### src/rtl/td_pkg.sv
package td_pkg;
  localparam int TD_NCH = 2;
  localparam int TD_MST = 0;
  localparam int TD_SLV = 1;

  typedef struct packed {
    logic start;
    logic stop;
    logic wr;
  } td_ctl_t;
endpackage

### src/rtl/td_datahold.sv
module td_datahold #(
  parameter int W = 16
) (
  input  logic         clk,
  input  logic         rst,
  input  logic         wr,
  input  logic [W-1:0] wdata,
  output logic [W-1:0] q
);
  // pending value, consumed by the channel only at start or reload
  always_ff @(posedge clk) begin
    if (rst)     q <= '0;
    else if (wr) q <= wdata;
  end
endmodule

### src/rtl/td_channel.sv
module td_channel #(
  parameter int W = 16
) (
  input  logic         clk,
  input  logic         rst,
  input  logic         start,
  input  logic         stop,
  input  logic         tick,
  input  logic         start_irq,
  input  logic [W-1:0] reload,
  output logic         irq,
  output logic         tgl
);
  logic         run;
  logic [W-1:0] cnt;
  logic         expire;

  assign expire = run && tick && (cnt == '0);

  always_ff @(posedge clk) begin
    if (rst) begin
      run <= 1'b0;
      cnt <= '0;
      irq <= 1'b0;
      tgl <= 1'b0;
    end else begin
      irq <= 1'b0;
      if (start) begin
        run <= 1'b1;
        cnt <= reload;
        if (start_irq) begin
          irq <= 1'b1;
          tgl <= ~tgl;
        end
      end else if (stop) begin
        run <= 1'b0;
      end else if (expire) begin
        cnt <= reload;
        irq <= 1'b1;
        tgl <= ~tgl;
      end else if (run && tick) begin
        cnt <= cnt - 1'b1;
      end
    end
  end

  assert_start_quiet_R3: assert property (@(posedge clk) disable iff (rst)
    (start && !start_irq) |=> (!irq && $stable(tgl)));
  assert_start_pulse_R3: assert property (@(posedge clk) disable iff (rst)
    (start && start_irq) |=> (irq && (tgl != $past(tgl))));
  assert_expire_reload_R4: assert property (@(posedge clk) disable iff (rst)
    (expire && !start && !stop) |=> (irq && (cnt == $past(reload))));
  assert_stop_silent_R9: assert property (@(posedge clk) disable iff (rst)
    (stop && !start) |=> !irq);
  assert_toggle_follows_R11: assert property (@(posedge clk) disable iff (rst)
    1'b1 |=> (irq == (tgl != $past(tgl))));
endmodule

### src/rtl/timer_decimator.sv
module timer_decimator
  import td_pkg::*;
#(
  parameter int CNT_W = 16
) (
  input  logic             clk,
  input  logic             rst,
  input  logic             cnt_en,
  input  logic             start_irq_mode,
  input  logic             mst_start,
  input  logic             mst_stop,
  input  logic             mst_wr,
  input  logic [CNT_W-1:0] mst_wdata,
  input  logic             slv_start,
  input  logic             slv_stop,
  input  logic             slv_wr,
  input  logic [CNT_W-1:0] slv_wdata,
  output logic             mst_irq,
  output logic             mst_tgl,
  output logic             slv_irq,
  output logic             slv_tgl
);
  td_ctl_t          ctl_v   [TD_NCH];
  logic [CNT_W-1:0] wdata_v [TD_NCH];
  logic [CNT_W-1:0] hold_v  [TD_NCH];
  logic             irq_v   [TD_NCH];
  logic             tgl_v   [TD_NCH];

  assign ctl_v[TD_MST]   = '{start: mst_start, stop: mst_stop, wr: mst_wr};
  assign ctl_v[TD_SLV]   = '{start: slv_start, stop: slv_stop, wr: slv_wr};
  assign wdata_v[TD_MST] = mst_wdata;
  assign wdata_v[TD_SLV] = slv_wdata;

  for (genvar g = 0; g < TD_NCH; g++) begin : g_ch
    logic tick_g;
    logic mode_g;
    if (g == TD_MST) begin : g_src
      assign tick_g = cnt_en;
      assign mode_g = start_irq_mode;
    end else begin : g_src
      assign tick_g = irq_v[TD_MST];
      assign mode_g = 1'b0;
    end

    td_datahold #(.W(CNT_W)) i_hold (
      .clk   (clk),
      .rst   (rst),
      .wr    (ctl_v[g].wr),
      .wdata (wdata_v[g]),
      .q     (hold_v[g])
    );

    td_channel #(.W(CNT_W)) i_chan (
      .clk       (clk),
      .rst       (rst),
      .start     (ctl_v[g].start),
      .stop      (ctl_v[g].stop),
      .tick      (tick_g),
      .start_irq (mode_g),
      .reload    (hold_v[g]),
      .irq       (irq_v[g]),
      .tgl       (tgl_v[g])
    );
  end

  assign mst_irq = irq_v[TD_MST];
  assign mst_tgl = tgl_v[TD_MST];
  assign slv_irq = irq_v[TD_SLV];
  assign slv_tgl = tgl_v[TD_SLV];

  assert_slave_source_R5: assert property (@(posedge clk) disable iff (rst)
    slv_irq |-> $past(mst_irq));
endmodule

### config.mk
export PLATFORM = sky130hd
export DESIGN_NAME = timer_decimator
export DESIGN_NICKNAME = d
export VERILOG_FILES = /design/src/rtl/td_pkg.sv /design/src/rtl/td_datahold.sv /design/src/rtl/td_channel.sv /design/src/rtl/timer_decimator.sv
export SDC_FILE = /design/constraint.sdc
export NUM_CORES = 1
export LEC_CHECK = 0
export BUFFER_PORTS_ARGS = -buffer_cell sky130_fd_sc_hd__buf_2
export CORE_UTILIZATION = 25
export CTS_CLUSTER_DIAMETER = 80
export DETAILED_ROUTE_END_ITERATION = 10
export GPL_TIMING_DRIVEN = 0
export PLACE_DENSITY = 0.4
export SETUP_SLACK_MARGIN = 0.02
export SYNTH_ARGS = -nofsm -noshare
export SYNTH_HDL_FRONTEND = slang
export SYNTH_HIERARCHICAL = 1
export SYNTH_SLANG_ARGS = --single-unit
### constraint.sdc
create_clock -name clk -period 1.8 [get_ports clk]
set_input_delay 0.09 -clock clk [delete_from_list [all_inputs] [get_ports clk]]
set_output_delay 0.09 -clock clk [all_outputs]
set_load 0.05 [all_outputs]
==> summary by stage, run 1 <==
Synthesis
Measured against the total synthesized area, the mux share comes to 11.32%. Yosys printed 6 warnings. In this run, synthesis produced a sequential element count of 70. After synthesis, the share of flip-flops with an asynchronous set or reset is 0%. After Yosys synthesis, full adders, half adders and majority gates account for 0.6947% of the synthesized area.

Summing the areas of all and, or, nand and nor instances in the mapped netlist gives 26.47% of the synthesized area. The gate count of the mapped netlist is 413. Each instance of the synthesized netlist takes up on average 8.722 um2. For this run, the leading register cell type out of synthesis is sky130_fd_sc_hd__dfxtp_1. The fraction of the mapped netlist area in compound gates is 16.88%. The combinational family with the most area after synthesis is simple AND/OR/NAND/NOR gates. The synthesized netlist occupies a cell area of 0.003602 mm2. Of the synthesized area, sequential elements account for 38.90%. The area share of xor/xnor cells in the synthesized design is 0.4863%. The post-synth net total is 457. Counting distinct cell types in the post-synthesis netlist gives 47. The number of enable-type register cells in the synthesized netlist is 0.

Timing
The max-slew violation count is 0. The minimum clock period is 1.919 ns. The achievable frequency is 521.2 MHz. Setup repair after global routing could not meet its margin everywhere. The actual slew at the worst max-slew pin is 0.7049 ns. The largest clock skew in the final design is 0.006982 ns. The number of endpoints failing setup at the final stage is 22. The final worst setup slack is -0.1185 ns. The final hold violation count was 0.

The worst max-slew margin expressed relative to the limit is 53.01%. After layout, the worst path uses 106.6% of the clock period.

Floorplan
Measured along the y axis, the die boundary spans 122.0 um. The floorplan step defined a core boundary enclosing 0.01399 mm2. The standard-cell row count is 43. The overall die area is 0.01489 mm2. The width of the die is 122.0 um.

46 I/O pins were placed. The starting utilization of the core area is 25.75%.

Job
The number of maximum-capacitance constraint violations is 0.

Outcome
The final reports fail on setup timing. The run finished, with violations left.

Finish
Counting the fill cells in the layout gives 1439. At the end of the flow the core is filled with cells to 37.83%. The area growth from synthesis to layout is 46.89%. Cells with a size suffix above 1 make up 33.08% of the layout. The number of diodes is 0. For this run, the post-layout net count is 574. The number of standard cells in the final layout excluding fillers is 715.

Leaving out fill and tap cells, the most frequent cells in the layout are sky130_fd_sc_hd__nor2_1, sky130_fd_sc_hd__dfxtp_1, sky130_fd_sc_hd__buf_2.

Hold path
The worst min-delay path endpoint is g_ch[1].i_hold/q[8]. The worst hold path was traced through 3 stages. In this run the most critical hold path is launched from slv_wdata[8]. The kind of path behind the tightest hold check is input port to flip-flop.

Worst setup path
The critical path in this run is classified as flip-flop to flip-flop. The startpoint identified for the worst register-to-register timing path is g_ch[0].i_chan/cnt[11]. The slowest stage of the critical path belongs to the cell sky130_fd_sc_hd__or4_4. The number of cells on the worst reg-to-reg path is 6. Data on the critical path arrives at its endpoint at 2.17 ns. The critical path goes through or4_4, nor4_4, buf_4, nand2_4, a211o_1, a211oi_2. The worst setup path is launched from a flip-flop. At the worst endpoint, the required time is 2.05 ns. The largest driver fanout on the critical path is 3. The category of the worst setup path capture point is a flip-flop. The setup check on the worst reg-to-reg path leaves a slack of -0.12 ns. The peak per-stage delay on the critical path is 0.56 ns. The terminus of the critical flop-to-flop path is g_ch[0].i_chan/cnt[5].

Power
The power per standard cell area is 831.8 mW/mm2. The analysis attributes to cell leakage a power of 0.002117 uW. The maximum vdd ir drop is 0.5340 mV.

CTS
The cell at the root of the clock tree is sky130_fd_sc_hd__clkbuf_16. Counting the buffers created by CTS gives 9. The TritonCTS clock tree is yes. No sink is reached through more buffers than the 2 on the longest clock path. The clock tree synthesis step divided the H-tree into 3 levels. After clock tree synthesis, the clock-pin slew on the worst setup and hold paths is 0.06 ns.

For the worst-skew pair, the clock arrives at the later sink with an insertion delay of 0.34 ns. The number of clock sinks is 70.

Global routing
The layer with the highest usage after global routing is met2. For this run, global-route usage on met1 was measured as 19.38%. In the global route stage, met2 resource usage came out at 26.62%. The first global-routing pass estimated 17.99 mm of wire. The number of antenna violations at the first check in global routing is 0. Entering global routing, the biggest net connects 12 pins. The overall overflow remaining after global route is 0. The via count of the first global-routing pass was 3445. The total routing usage reported by global routing is 16.08%. The met3 track utilization from global routing is 4.494%.

Routing
In this run the remaining antenna-violating nets after routing total 0. The total number of vias is 3571. The routed design has 11.28 mm of wire. Dividing the detail-routed via count by the number of cells gives 4.994. In the routed design, unresolved DRC markers number 0. The routed length per placed instance is 15.77 um.

The number of detailed-route iterations in the first pass is 4. After the first detailed-routing iteration, the DRC count stood at 210.

Placed design
The weighted congestion reported at the end of routability-driven placement is 0.7937. The count of placed standard cells including taps is 634. The count of buffers added on input and output ports is 41. The HPWL after detailed placement is 7.608 mm.
==> layer usage <==
| layer | wire length [um] | part of all wire, % |
|---|---|---|
| met4 | 283 | 2.5 |
| met2 | 5399 | 48 |
| met3 | 491 | 4.4 |
| met1 | 5100 | 45 |
| met5 | 0 | 0 |
==> critical path, delay by kind of cell (launching register included) <==
kind / cells / cell delay (ns)
AND/OR/NAND/NOR: 3 / 0.87
AO/OA/AOI/OAI: 2 / 0.43
flip-flops: 1 / 0.34
buffers and inverters: 1 / 0.18
==> stage by stage <==
stage               hold WS, ns  setup TNS [ns]  setup WS, ns  instance area, um2  power [uW]
detailed placement       0.3319          -6.005       -0.4363                4059        2454
CTS                    0.002627         -0.5185      -0.06379                4947        4347
finish                  0.01086          -1.212       -0.1185                5291        4401
global route           0.007535          -3.578       -0.1907                5291        4638
floorplan                0.2369        -0.02176     -0.007901                3628        2247
global placement         0.3241          -6.053       -0.4402                4059        2448
==> power breakdown <==
part           switching [uW]  internal [uW]
sequential                104           1640
clock                     659           1040
combinational             495            458
total                    1260           3140
==> cell usage after synthesis (8+ instances only) <==
cell type	count	area, um2
sky130_fd_sc_hd__dfxtp_1	70	1401
sky130_fd_sc_hd__nor2_1	66	247.7
sky130_fd_sc_hd__mux2i_1	34	340.3
sky130_fd_sc_hd__nor3_1	28	140.1
sky130_fd_sc_hd__a21oi_1	22	110.1
sky130_fd_sc_hd__nand2_1	22	82.58
sky130_fd_sc_hd__a31oi_1	14	87.58
sky130_fd_sc_hd__nand3_1	12	60.06
sky130_fd_sc_hd__clkbuf_1	10	37.54
sky130_fd_sc_hd__inv_1	10	37.54
sky130_fd_sc_hd__nand3b_1	8	60.06
sky130_fd_sc_hd__nand4_1	8	50.05
==> sequential cells by signal (all words and copies together) (netlist names) <==
register         cells
g_ch.i_chan/run      2
g_ch.i_chan/tgl      2
g_ch.i_hold/q       32
g_ch.i_chan/irq      2
g_ch.i_chan/cnt     32
==> area by class of cell <==
class	count	area, um2	share of cell area (%)
repair buffers	106	799.5	15.11
flip-flops and latches	70	1433	27.07
clock inverters	3	17.52	0.3310
inverters	10	45.04	0.8513
multi-input cells	311	2351	44.43
well taps	180	225.2	4.256
clock buffers	13	270.3	5.108
plain buffers	22	150.1	2.838
==> logic make-up after synthesis <==
| kind of cell | count (synthesis) |
|---|---|
| and+or+nand+nor | 180 |
| AOI/OAI and AO/OA | 86 |
| DFF | 70 |
| muxes | 40 |
| buffers and inverters | 32 |
| adders and majority gates | 2 |
| xor gates and xnor gates | 2 |
| other | 1 |
==> how the worst max path moves through the flow <==
stage                                       from                      to  slack (ns)  cells past startpoint
after detailed placement   g_ch[1].i_chan/cnt[0]   g_ch[1].i_chan/cnt[7]       -0.44                      7
after CTS                  g_ch[0].i_chan/cnt[0]  g_ch[0].i_chan/cnt[13]       -0.06                      5
after global routing      g_ch[1].i_chan/cnt[11]  g_ch[1].i_chan/cnt[10]       -0.19                      6
after global placement     g_ch[0].i_chan/cnt[0]   g_ch[0].i_chan/cnt[7]       -0.44                      7
after floorplan           g_ch[0].i_chan/cnt[11]   g_ch[0].i_chan/cnt[5]      -0.008                      5
final                     g_ch[0].i_chan/cnt[11]   g_ch[0].i_chan/cnt[5]       -0.12                      6
==> what timing repair did <==
item | in CTS | in global routing
hold endpoints to repair | 29 | 0
resized for setup | 42 | 57
setup buffers | 22 | 14
setup endpoints to repair | 31 | 34
pin swaps | 17 | 26
hold buffers | 29 | 0
(Power assumes the default switching activity.)
==> run 2, diff against run 1 <==
==> constraint.sdc (replaced) <==
create_clock -name clk -period 1.8 [get_ports clk]
set_input_delay 0.09 -clock clk [delete_from_list [all_inputs] [get_ports clk]]
set_output_delay 0.09 -clock clk [all_outputs]
set_load 0.01 [all_outputs]
==> summary by stage, run 2 (synthesis results as in run 1) <==
Global routing
The via count of the first global-routing pass came to 3562 (+3.4%). The maximum number of pins on one net before global-route repair was 12 (unchanged). The overall overflow remaining after global route is 0 (unchanged). The number of antenna violations at the first check in global routing was 0 (unchanged). The first-pass GRT wire length is 18.32 mm (+1.8%). The total routing usage reported by global routing is 16.28% (+0.20 points).

Timing
The final hold violation count is 0 (unchanged). The largest clock skew in the final design came to 0.007861 ns (+0.0008796 ns). Setup repair after global routing could not meet its margin everywhere. The final worst setup slack came to -0.1077 ns (+0.01082 ns). The final worst-path cycle share is 106.0% (-0.60 points).

The minimum clock period is 1.908 ns (-0.01082 ns). The worst max-slew margin expressed relative to the limit is 53.38% (+0.37 points). The max-slew violation count was 0 (unchanged). The number of endpoints failing setup at the final stage is 13 (-41%). The setup TNS is -0.4936 ns (+0.7188 ns). The actual slew at the worst max-slew pin is 0.6994 ns (-0.005535 ns). The achievable frequency was 524.2 MHz (+0.57%).

Worst setup path
The critical path data required time is 2.06 ns (about the same). The largest driver fanout on the critical path is 7 (+4). The worst setup path is of the flip-flop to flip-flop kind. The register-to-register setup slack was -0.11 ns (about the same). The worst setup path startpoint is g_ch[1].i_chan/cnt[11]. The data arrival time at the worst-slack endpoint is 2.16 ns (about the same). The launch point of the worst reg-to-reg path is g_ch[1].i_chan/cnt[11]. The startpoint kind of the worst setup timing path is a flip-flop. The worst setup path is captured at a flip-flop.

Routing
The average vias per placed instance is 4.983 (-0.22%). The total number of vias is 3558 (-0.36%). The routed length per placed instance was 15.85 um (+0.50%). The first-iteration detailed-routing DRC count came to 204 (-2.9%). The count of antenna-violating nets left after detailed routing was 0 (unchanged).

The post-detailed-routing wire length was 11.32 mm (+0.35%). The number of detailed-route iterations in the first pass is 5 (+1). The DRC violation count after routing came to 0 (unchanged).

Power
The leakage power was 0.002073 uW (-2.1%). The maximum vdd ir drop was 0.3787 mV (-29%). The power per standard cell area is 841.7 mW/mm2 (+1.2%).

Floorplan
The top-level I/O count was 46 (unchanged). The area of the core was 0.01399 mm2 (unchanged). The floorplan die height was 122.0 um (unchanged).

The overall die area is 0.01489 mm2 (unchanged). The standard-cell row count was 43 (unchanged). The starting utilization of the core area is 25.75% (unchanged). The width of the die was 122.0 um (unchanged).

Finish
The number of diodes is 0 (unchanged). The share of cells above drive strength 1 came to 34.27% (+1.2 points). The largest registers in the layout are g_ch.i_chan/cnt x32, g_ch.i_hold/q x32. The final-stage net count was 573 (-0.17%). The end-of-flow core utilization was 37.42% (-0.41 points). The filler cell count in the final layout was 1448 (+0.63%). In the layout the commonest cells are sky130_fd_sc_hd__nor2_1, sky130_fd_sc_hd__dfxtp_1, sky130_fd_sc_hd__buf_2. The relative area change from synthesis to final layout is 45.29%.

Hold path
The startpoint of the lowest-slack hold path is slv_wdata[0]. The kind of path behind the tightest hold check is input port to flip-flop.

Outcome
The checks that failed: setup timing. The flow ran to the end, but the final reports show violations.

CTS
The clock latency on the worst-skew pair is 0.34 ns (about the same). The number of clock sinks is 70 (unchanged). The TritonCTS clock tree is yes. The total number of H-tree levels came to 3 (unchanged).

The clock-pin slew of the registers on the worst-case setup and hold paths is 0.06 ns (about the same). The number of clock buffers inserted by TritonCTS is 9 (unchanged). The cell at the root of the clock tree is sky130_fd_sc_hd__clkbuf_16. The number of buffers on the longest clock path was 2 (unchanged).

Placed design
The weighted congestion reported at the end of routability-driven placement is 0.7865 (-0.91%). The half-perimeter wire length after detailed placement is 7.759 mm (+2.0%). The number of buffers added on ports was 41 (unchanged).

Job
The number of maximum-capacitance constraint violations is 0 (unchanged).
-- run 2: repair_timing --
action,in CTS,in global routing
pin swaps,21,20
endpoints found under the hold margin,26,0
resized for setup,61,26
setup endpoints to repair,31,30
setup buffers,29,9
hold buffers,26,0
-- run 2: final cells by class --
cell class | count | area [um2] | area share [%]
multi-input combinational | 311 | 2350 | 44.90
tap | 180 | 225.2 | 4.303
sequential | 70 | 1423 | 27.18
buffer | 22 | 150.1 | 2.869
inverter | 10 | 40.04 | 0.7650
timing repair buffer | 105 | 758.2 | 14.49
clock inverter | 3 | 17.52 | 0.3347
clock buffer | 13 | 270.3 | 5.164
-- run 2: path summary, 6_finish.rpt --
path	cells after the start	endpoint
setup / recovery	6	g_ch[1].i_chan/cnt[13]
hold / removal	3	g_ch[1].i_hold/q[0]
setup reg to reg	6	g_ch[1].i_chan/cnt[13]
hold reg to reg	2	g_ch[1].i_chan/cnt[11]
-- run 2: report_power, final --
group / internal, uW / switching (uW) / leakage [uW]
clock: 1040 / 679 / 0.000142
sequential: 1650 / 101 / 0.000582
combinational: 463 / 474 / 0.00135
total: 3150 / 1250 / 0.00207
-- run 2: per-stage QoR --
stage | instances | worst slack (ns) | instance area (um2) | hold slack (ns) | total power [uW]
global route | 714 | -0.1753 | 5234 | 0.01798 | 4634
detailed placement | 634 | -0.4444 | 4058 | 0.3324 | 2441
finish | 714 | -0.1077 | 5234 | 0.002826 | 4406
global placement | 634 | -0.4355 | 4058 | 0.3253 | 2433
CTS | 705 | -0.1036 | 5039 | 0.004765 | 4392
floorplan | 413 | -0.007901 | 3627 | 0.2369 | 2230
-- run 2: critical path: stages (launching register included) --
cell,delay [ns]
sky130_fd_sc_hd__dfxtp_2,0.35
sky130_fd_sc_hd__or4_4,0.57
sky130_fd_sc_hd__nor4_4,0.19
sky130_fd_sc_hd__buf_4,0.19
sky130_fd_sc_hd__a21oi_4,0.12
sky130_fd_sc_hd__mux2i_1,0.17
sky130_fd_sc_hd__o31ai_1,0.23
-- run 2: layer usage --
| layer | vias up | global-route usage [%] | wire [um] |
|---|---|---|---|
| li1 | 1767 | - | - |
| met1 | 1696 | 20.18 | 5239 |
| met2 | 75 | 26.94 | 5360 |
| met3 | 20 | 2.715 | 391 |
| met4 | 0 | 8.410 | 323 |
| met5 | - | 0 | 0 |
==> run 3, diff against run 2 <==
Settings changed: REMOVE_ABC_BUFFERS set to 1.
==> summary by stage, run 3 (synthesis results as in run 1) <==
Worst setup path
Counting stages on the worst path, the most repeated cell is sky130_fd_sc_hd__or4_4. The data arrival time at the worst-slack endpoint came to 2.05 ns (-0.11 ns). The setup path with the least slack is of type flip-flop to flip-flop. The register-to-register setup slack is -0.06 ns (+0.05 ns). The largest driver fanout on the critical path came to 2 (-5).

The critical path data required time is 1.99 ns (-0.07 ns). The startpoint kind of the worst setup timing path is a flip-flop. The critical path goes through or4_4, buf_4, or4_4, nand4_1, o31ai_1. The peak per-stage delay on the critical path is 0.56 ns (about the same). The worst register-to-register path begins at g_ch[0].i_chan/cnt[10]. For this design, the slowest cell found on the critical path is sky130_fd_sc_hd__or4_4. The most critical setup path has its startpoint at g_ch[0].i_chan/cnt[10]. The category of the worst setup path capture point is a flip-flop.

Timing
The minimum clock period is 1.861 ns (-0.04658 ns). Setup repair after global routing could not meet its margin everywhere. The setup TNS is -0.3007 ns (+0.1929 ns). The achievable frequency was 537.3 MHz (+2.5%). The final worst-path cycle share was 103.4% (-2.6 points).

The final hold violation count is 0 (unchanged). The max-slew violation count is 0 (unchanged). The actual slew at the worst max-slew pin was 0.8651 ns (+0.1658 ns). The final worst setup slack is -0.06115 ns (+0.04658 ns). The worst hold slack across all endpoints is 0.04259 ns (+0.03977 ns). The number of endpoints failing setup at the final stage is 9 (-4). The worst max-slew margin expressed relative to the limit is 42.33% (-11 points). The largest clock skew in the final design is 0.005489 ns (-0.002372 ns).

Floorplan
The width of the die is 122.0 um (unchanged). The floorplan die height is 122.0 um (unchanged). The area of the core is 0.01399 mm2 (unchanged). The standard-cell row count is 43 (unchanged). The starting utilization of the core area is 25.75% (unchanged). The overall die area is 0.01489 mm2 (unchanged).

The top-level I/O count is 46 (unchanged).

Routing
The met3 layer wire length in the routed design is 415 um (+6.1%). In this run the top signal layer used is met4. The routed length per placed instance came to 15.32 um (-3.3%). The average vias per placed instance is 4.990 (+0.14%). The post-detailed-routing wire length is 10.74 mm (-5.1%). The DRC violation count after routing came to 0 (unchanged). The wire length on met2 is 5.341 mm (-0.35%).

The routed metal-1 wire length is 4.892 mm (-6.6%). The first-iteration detailed-routing DRC count is 188 (-7.8%). The total number of vias came to 3498 (-1.7%). The number of detailed-route iterations in the first pass is 4 (-1). The count of antenna-violating nets left after detailed routing is 0 (unchanged).

CTS
The clock-pin slew of the registers on the worst-case setup and hold paths is 0.05 ns (about the same). The total number of H-tree levels is 3 (unchanged). The number of buffers on the longest clock path is 2 (unchanged). The number of clock buffers inserted by TritonCTS is 9 (unchanged). The clock latency on the worst-skew pair was 0.34 ns (about the same). TritonCTS built the clock tree.

The tree is rooted in a sky130_fd_sc_hd__clkbuf_16. The number of clock sinks was 70 (unchanged).

Power
The maximum vdd ir drop was 0.5686 mV (+50%). The power per standard cell area is 853.5 mW/mm2 (+1.4%). The leakage power is 0.002050 uW (-1.1%).

Global routing
The first-pass GRT wire length came to 16.75 mm (-8.6%). The overall overflow remaining after global route came to 0 (unchanged). The via count of the first global-routing pass was 3254 (-8.6%). The maximum number of pins on one net before global-route repair was 77 (+65). The total routing usage reported by global routing is 14.71% (-1.6 points). The number of antenna violations at the first check in global routing is 0 (unchanged).

Hold path
The startpoint identified for the worst hold timing path is slv_stop. The kind of path behind the tightest hold check is input port to flip-flop.

Outcome
The checks that failed: setup timing. The run finished, with violations left.

Finish
The end-of-flow core utilization is 36.92% (-0.49 points). The number of standard cells in the final layout excluding fillers came to 701 (-1.8%). In the layout the commonest cells are sky130_fd_sc_hd__nor2_1, sky130_fd_sc_hd__dfxtp_1, sky130_fd_sc_hd__buf_2. In the final layout, the registers with the most flip-flops are g_ch.i_chan/cnt x32, g_ch.i_hold/q x32. The relative area change from synthesis to final layout is 43.38%. The library cell used most frequently in the layout, excluding fill and tap cells, is sky130_fd_sc_hd__nor2_1. The final-stage net count is 562 (-1.9%). The share of cells above drive strength 1 is 33.40% (-0.87 points). The number of diodes is 0 (unchanged).

Placed design
The weighted congestion reported at the end of routability-driven placement came to 0.7861 (about the same). The count of placed standard cells including taps is 616 (-2.8%). The half-perimeter wire length after detailed placement is 6.639 mm (-14%).

The number of buffers added on ports was 45 (+9.8%). The placement-stage worst setup slack is -0.5270 ns (-0.08267 ns).

Job
The number of maximum-capacitance constraint violations is 0 (unchanged).
## run 3: layer usage
layer  vias up  track usage [%]
met5         -                0
met4         0            3.935
met3         8            4.494
met2        63            25.60
met1      1693            17.34
li1       1734                -
## run 3: cell type report
cell class,count,area [um2]
Multi-Input combinational cell,311,2312
Timing Repair Buffer,116,855.8
Fill cell,1453,8823
Tap cell,180,225.2
Clock buffer,14,294.0
Sequential cell,70,1433
Inverter,10,45.04
## run 3: critical path, delay by kind of cell, from the launching register on
family | cells | cell delay (ns)
and+or+nand+nor | 3 | 1.14
DFF | 1 | 0.33
buffers and inverters | 1 | 0.16
AOI/OAI and AO/OA | 1 | 0.08
## run 3: worst paths after layout
check / to / cells after the start
setup / recovery: g_ch[0].i_chan/cnt[13] / 5
hold / removal: g_ch[1].i_chan/run / 3
setup reg to reg: g_ch[0].i_chan/cnt[13] / 5
hold reg to reg: g_ch[1].i_chan/cnt[11] / 2
## run 3: what timing repair did
item                                   4_1_cts  5_1_grt
hold buffers                                32        0
buffers inserted                            21       18
pin swaps                                   23       32
resized for setup                           50       46
setup endpoints to repair                   34       34
endpoints found under the hold margin       32        0
## run 3: power breakdown
| group | internal (uW) | switching [uW] |
|---|---|---|
| sequential | 1650 | 107 |
| combinational | 461 | 452 |
| clock | 1100 | 635 |
## run 3: through the flow
step / area, um2 / total power, uW
3_3_place_gp: 3905 / 2380
3_5_place_dp: 3908 / 2386
6_report: 5165 / 4408
4_1_cts: 4858 / 4352
5_1_grt: 5165 / 4639
2_1_floorplan: 3455 / 2151
